--- config.mk ---
export PLATFORM = sky130hd
export DESIGN_NAME = sic_pair_gen
export DESIGN_NICKNAME = d
export VERILOG_FILES = /design/src/rtl/sic_pair_pkg.sv /design/src/rtl/sic_step_counter.sv /design/src/rtl/sic_gray_rotator.sv /design/src/rtl/sic_phase_mask.sv /design/src/rtl/sic_pair_gen.sv
export SDC_FILE = /design/constraint.sdc
export NUM_CORES = 1
export LEC_CHECK = 0
export ABC_AREA = 0
export BUFFER_PORTS_ARGS = -buffer_cell sky130_fd_sc_hd__buf_2
export CAP_MARGIN = 20
export CORE_AREA = 2 2 39 41
export CTS_BUF_LIST = sky130_fd_sc_hd__clkbuf_4 sky130_fd_sc_hd__clkbuf_8 sky130_fd_sc_hd__clkbuf_16
export DETAILED_ROUTE_END_ITERATION = 16
export DIE_AREA = 0 0 41 43
export PLACE_DENSITY = 0.7
export REMOVE_ABC_BUFFERS = 1
export SLEW_MARGIN = 20
export SYNTH_ARGS = -nofsm -noshare
export SYNTH_HDL_FRONTEND = slang
export SYNTH_SLANG_ARGS = --single-unit
--- constraint.sdc ---
create_clock -name clk -period 1.45 [get_ports clk]
set_clock_uncertainty 0.15 [all_clocks]
set_input_delay 0.29 -clock clk [delete_from_list [all_inputs] [get_ports clk]]
set_output_delay 0.29 -clock clk [all_outputs]
set_load 0.05 [all_outputs]
--- src/rtl/sic_pair_pkg.sv ---
`timescale 1ns/1ps
// Package: shared helpers for the single-input-change pair generator.
// Assumes pattern widths of 2 or more.
package sic_pair_pkg;
    // Number of bits needed to count phases 0 .. n-1 (at least one bit).
    function automatic int phase_width(input int n);
        return (n <= 2) ? 1 : $clog2(n);
    endfunction
endpackage

--- src/rtl/sic_step_counter.sv ---
`timescale 1ns/1ps
// Module: sic_step_counter
// Holds the in-phase binary count and the phase index. The count wraps
// every 2^WIDTH enabled steps. At each count wrap the phase advances,
// and it returns to 0 after WIDTH-1 (not after 2^PW-1).
// Assumes WIDTH >= 2 and PW large enough to hold WIDTH-1.
module sic_step_counter #(
    parameter int WIDTH = 4,
    parameter int PW    = 2
) (
    input  logic             clk,
    input  logic             rst_n,
    input  logic             go,
    output logic [WIDTH-1:0] count,
    output logic [PW-1:0]    phase,
    output logic             run_end
);
    localparam logic [WIDTH-1:0] CNT_TOP    = '1;
    localparam logic [PW-1:0]    PHASE_LAST = PW'(WIDTH - 1);

    logic count_top;
    assign count_top = (count == CNT_TOP);

    // Advance the count each enabled cycle, and bump or wrap the phase at count wrap.
    always_ff @(posedge clk) begin
        if (!rst_n) begin
            count <= '0;
            phase <= '0;
        end else if (go) begin
            count <= count + 1'b1;
            if (count_top) begin
                phase <= (phase == PHASE_LAST) ? '0 : phase + 1'b1;
            end
        end
    end

    // Flag the final step of the final phase.
    assign run_end = count_top && (phase == PHASE_LAST);

    // the phase index never leaves the range 0 .. WIDTH-1.
    p_phase_bound_r4: assert property (@(posedge clk) disable iff (!rst_n)
        phase <= PHASE_LAST);

    // an enabled step at the end of the run restarts phase 0, count 0.
    p_run_restart_r4: assert property (@(posedge clk) disable iff (!rst_n)
        (go && run_end) |=> (phase == '0 && count == '0));
endmodule

--- src/rtl/sic_gray_rotator.sv ---
`timescale 1ns/1ps
// Module: sic_gray_rotator
// Turns the binary count into reflected Gray code, then rotates it right
// by the phase index through a logarithmic barrel shifter. Stage s
// rotates by 2^s when phase bit s is set.
// Assumes phase < WIDTH, so each stage amount stays below WIDTH.
module sic_gray_rotator #(
    parameter int WIDTH = 4,
    parameter int PW    = 2
) (
    input  logic [WIDTH-1:0] count,
    input  logic [PW-1:0]    phase,
    output logic [WIDTH-1:0] rotated
);
    logic [WIDTH-1:0] stage [PW+1];

    // Gray word: each bit XORs a count bit with its upper neighbour.
    assign stage[0] = count ^ (count >> 1);

    for (genvar s = 0; s < PW; s++) begin : g_rot_stage
        localparam int AMT = (1 << s) % WIDTH;
        logic [WIDTH-1:0] turned;
        // Fixed right rotation by AMT for this stage.
        assign turned = (stage[s] >> AMT) | (stage[s] << (WIDTH - AMT));
        // Select rotated or passed-through word by this phase bit.
        assign stage[s+1] = phase[s] ? turned : stage[s];
    end

    assign rotated = stage[PW];
endmodule

--- src/rtl/sic_phase_mask.sv ---
`timescale 1ns/1ps
// Module: sic_phase_mask
// Builds the inversion mask for the current phase. An OR of the phase
// bits gives "not phase 0". It sets mask bit 0 and enables a decoder
// that sets mask bit WIDTH-p. Only WIDTH-1 decoder outputs exist.
// Assumes phase < WIDTH.
module sic_phase_mask #(
    parameter int WIDTH = 4,
    parameter int PW    = 2
) (
    input  logic [PW-1:0]    phase,
    output logic [WIDTH-1:0] mask
);
    logic             nonzero;
    logic [WIDTH-1:0] pick;

    // Enable: high in every phase except phase 0.
    assign nonzero = |phase;

    for (genvar j = 0; j < WIDTH; j++) begin : g_dec
        if (j == 0) begin : g_unused
            // Position 0 would need phase WIDTH, which never occurs.
            assign pick[j] = 1'b0;
        end else begin : g_sel
            localparam logic [PW-1:0] CODE = PW'(WIDTH - j);
            // Decoder output j fires in phase WIDTH-j.
            assign pick[j] = nonzero && (phase == CODE);
        end
    end

    assign mask = pick | {{(WIDTH-1){1'b0}}, nonzero};
endmodule

--- src/rtl/sic_pair_gen.sv ---
`timescale 1ns/1ps
// Module: sic_pair_gen (top)
// Single-input-change pair pattern source. Each enabled cycle it shows
// the next pattern of a WIDTH x 2^WIDTH sequence in which neighbours
// differ in one bit and every ordered one-bit pair occurs once.
// Assumes WIDTH >= 2. The output is combinational from the counter state.
module sic_pair_gen
    import sic_pair_pkg::*;
#(
    parameter int WIDTH = 4
) (
    input  logic             clk,
    input  logic             rst_n,
    input  logic             go,
    output logic [WIDTH-1:0] pat,
    output logic             last_pat
);
    localparam int PW = phase_width(WIDTH);

    logic [WIDTH-1:0] count;
    logic [PW-1:0]    phase;
    logic [WIDTH-1:0] rotated;
    logic [WIDTH-1:0] mask;
    logic             run_end;

    sic_step_counter #(.WIDTH(WIDTH), .PW(PW)) u_cnt (
        .clk     (clk),
        .rst_n   (rst_n),
        .go      (go),
        .count   (count),
        .phase   (phase),
        .run_end (run_end)
    );

    sic_gray_rotator #(.WIDTH(WIDTH), .PW(PW)) u_rot (
        .count   (count),
        .phase   (phase),
        .rotated (rotated)
    );

    sic_phase_mask #(.WIDTH(WIDTH), .PW(PW)) u_mask (
        .phase (phase),
        .mask  (mask)
    );

    // Final pattern: rotated Gray word with the phase inversions applied.
    assign pat      = rotated ^ mask;
    assign last_pat = run_end;

    // outside phase 0 the mask holds bit 0 and exactly one other bit.
    p_mask_shape_r3: assert property (@(posedge clk) disable iff (!rst_n)
        (phase != '0) |-> ($countones(mask) == 2 && mask[0]));

    // every enabled step flips exactly one output bit.
    p_one_flip_r5: assert property (@(posedge clk) disable iff (!rst_n)
        go |=> ($countones(pat ^ $past(pat)) == 1));

    // a stalled cycle leaves the pattern and the end flag unchanged.
    p_stall_hold_r8: assert property (@(posedge clk) disable iff (!rst_n)
        !go |=> ($stable(pat) && $stable(last_pat)));

    // stepping past the final pattern restarts at all zeros.
    p_wrap_zero_r4: assert property (@(posedge clk) disable iff (!rst_n)
        (go && last_pat) |=> (pat == '0 && !last_pat));
endmodule

==> results.ini <==
[routing]
avgViaCountPerCell=4.51
num_vias=361
ant_nets=0
first_pass_iters=1
drc_errors=0
drtIter0Drc=0
finalWirelength_um=886
wl_per_cell_um=11.1

[placed_design]
place_ws_ns=-0.529
place_area_um2=597
dpl.hpwl_um=666
port_buffers=7
place_congestion=0.656

[cells_and_area]
multi_input_area_um2=392
final_core_util=0.500
drive_above_1_share=0.516
final-seq-area_um2=130
syn2layout_area_growth_pct=40.4
fin_area_um2=692
fin_nets=76
nFillCells=129
num_antenna_cells=0

[timing]
worst_slew_pin_slew_ns=0.300
fmax_mhz=479
layout_min_cycle_time_ns=2.09
holdWs_ns=0.170
setup_viol=6
rsz0062_at_grt=yes
timing.final.hold_violations=0
fin_crit_sh=1.44
setup_ws_ns=-0.636
slew_headroom=0.800
report.final.slew_viol_count=0

[worst_setup_path]
crit_chain=ha_4 > mux2_4 > mux2i_4 > xor2_1 > buf_4
cp_max_fo=3
max_stage_delay_ns=0.36
reg2regPathDepth=4
critPathKind=reg -> out
critPathLaunchType=register
crit_arrival_ns=1.65
required_ns=1.01
worstSetupEndpointType=primary output
slowest_stage=dfxtp_4

[synth]
ys_ff_latch=6
synth_most_common_cell=ha_1
ys_async_sr_fraction=0
synth.top_cell.area_share=0.244
synth_edf_count=0
ys_warn_count=0
yosys_most_used_dff=dfxtp_1
synthCells=45
synth_cell_types=17
synth_area_per_cell_um2=11.0
synth.yosys.seq_area_share=0.244
synth_top_area_cell=dfxtp_1
synth.cell_area_um2=493
ys_top_cells_by_area=dfxtp_1 (24%), ha_1 (18%), mux2_4 (12%)
synth_top_cells_by_count=ha_1 (7), dfxtp_1 (6), xnor2_1 (5), mux2_4 (4), mux2i_1 (4)

[power_and_ir_drop]
power_w=0.000467
pwr-share-comb=0.294
power.internal_w=0.000333
p_sw_w=0.000134
p_per_area_nw_per_um2=675
clkPwrFrac=0.322
p_leak_nw=0.308
power_frac_seq=0.384
switching_share=0.286
peakVddDrop_mv=0.426

[global_route]
track_usage=0.128
antenna_found_initial=0
grt_max_degree=7
grt_overflow=0
grt_pass1_vias=359
grt_pass1_wl_mm=1.48

[floorplanning]
num_io_pins=8
die_width_um=41
fp.dieH_um=43
initial_utilization=0.356
coreArea_um2=1380
die-area_um2=1760
num_rows=14

[clock_network]
cts.htree.levels=1
cts_buffers=3
clockBufferDepth=2
cts.sinks=6
clk-insertion-delay-late_ns=0.24
clk_pin_slew_ns=0.04
cts_tree=done
cts-root-buf=clkbuf_4

[flow_run]
maxCapViolCount=0

[worst_hold_path]
hold_path_class=in -> reg
holdPathStages=2

[outcome]
violations=negative setup slack
status=complete, but fails checks

[area by class of cell]
cell class / instances / area share
inverter: 2 / 0.0108
multi-input combinational: 36 / 0.566
timing repair buffer: 17 / 0.174
sequential: 6 / 0.188
clock buffer: 3 / 0.0325
tap: 16 / 0.0289
[final timing paths]
check | to | slack (ns) | start
setup / recovery | pat[0] | -0.64 | u_cnt.count[2]$_SDFFE_PN0P_
hold / removal | u_cnt.count[3]$_SDFFE_PN0P_ | 0.17 | rst_n
setup reg to reg | u_cnt.phase[0]$_SDFFE_PN0P_ | -0.05 | u_cnt.phase[0]$_SDFFE_PN0P_
hold reg to reg | u_cnt.count[1]$_SDFFE_PN0P_ | 0.41 | u_cnt.count[1]$_SDFFE_PN0P_
[layout by cell type, fill, tap and decap left out]
| cell | netlist | layout |
|---|---|---|
| ha_1 | 7 | 4 |
| and2_1 | 3 | 3 |
| xor2_1 | 2 | 2 |
| inv_1 | 2 | 2 |
| clkbuf_4 | 0 | 3 |
| buf_2 | 0 | 3 |
| ha_4 | 0 | 3 |
| mux2i_1 | 4 | 4 |
| mux2_4 | 4 | 4 |
| xnor2_1 | 5 | 5 |
| buf_4 | 0 | 14 |
| dfxtp_1 | 6 | 2 |
| or3_1 | 1 | 1 |
| mux2i_4 | 1 | 1 |
| a21boi_1 | 1 | 1 |
| mux2i_2 | 1 | 1 |
| dfxtp_4 | 0 | 2 |
| nand2_1 | 2 | 2 |
| and3_1 | 1 | 1 |
| nor2b_1 | 2 | 2 |
| nand3_1 | 2 | 2 |
| dfxtp_2 | 0 | 2 |
[stage by stage]
step	setup TNS, ns	cells
final	-3.07	80
after global routing	-3.59	80
after CTS	-3.21	78
after detailed placement	-2.30	75
after global placement	-2.19	75
after floorplan	-2.97	44
[metal layers]
metal  global-route usage  vias to the layer above  wire, um
met4                0.100                        0         0
met2                0.200                        8       467
met5                    0                        -         0
met1                0.138                      161       383
li1                     -                      192         -
met3               0.0314                        0        35
[what timing repair did]
item / 4_1_cts / 5_1_grt
gates resized for setup: 11 / 2
buffers inserted: 0 / 2
endpoints found under the setup margin: 7 / 7
hold buffers: 0 / 0
pin swaps: 7 / 2
[worst max-delay path, delay by kind of cell (launching register included)]
family / cells / cell delay, ns
XOR/XNOR: 1 / 0.17
adder cells (fa/ha/maj): 1 / 0.24
multiplexers: 2 / 0.42
buffers and inverters: 1 / 0.22
flip-flops: 1 / 0.36
[flip-flops by register name, summed over array words and instances, names as in the netlist]
register,cells
u_cnt.count,4
u_cnt.phase,2
[power by group through the flow]
stage | Combinational [W] | Clock, W | Sequential, W
floorplan | 0.0000865 | 0 | 0.000179
global placement | 0.000112 | 0 | 0.000179
detailed placement | 0.000114 | 0 | 0.000179
CTS | 0.000126 | 0.000158 | 0.000179
global route | 0.000148 | 0.000170 | 0.000180
finish | 0.000137 | 0.000150 | 0.000179
[kinds of logic (layout without fill, tap and decap cells)]
family	Yosys count	count (layout)	share of synthesized area
AOI/OAI and AO/OA	1	1	0.0152
muxes	10	10	0.277
buffers and inverters	3	22	0.0381
DFF	6	6	0.244
and+or+nand+nor	11	11	0.124
xor gates and xnor gates	7	7	0.124
adders and majority gates	7	7	0.178
Note: power is estimated with default switching activity, not from simulation.
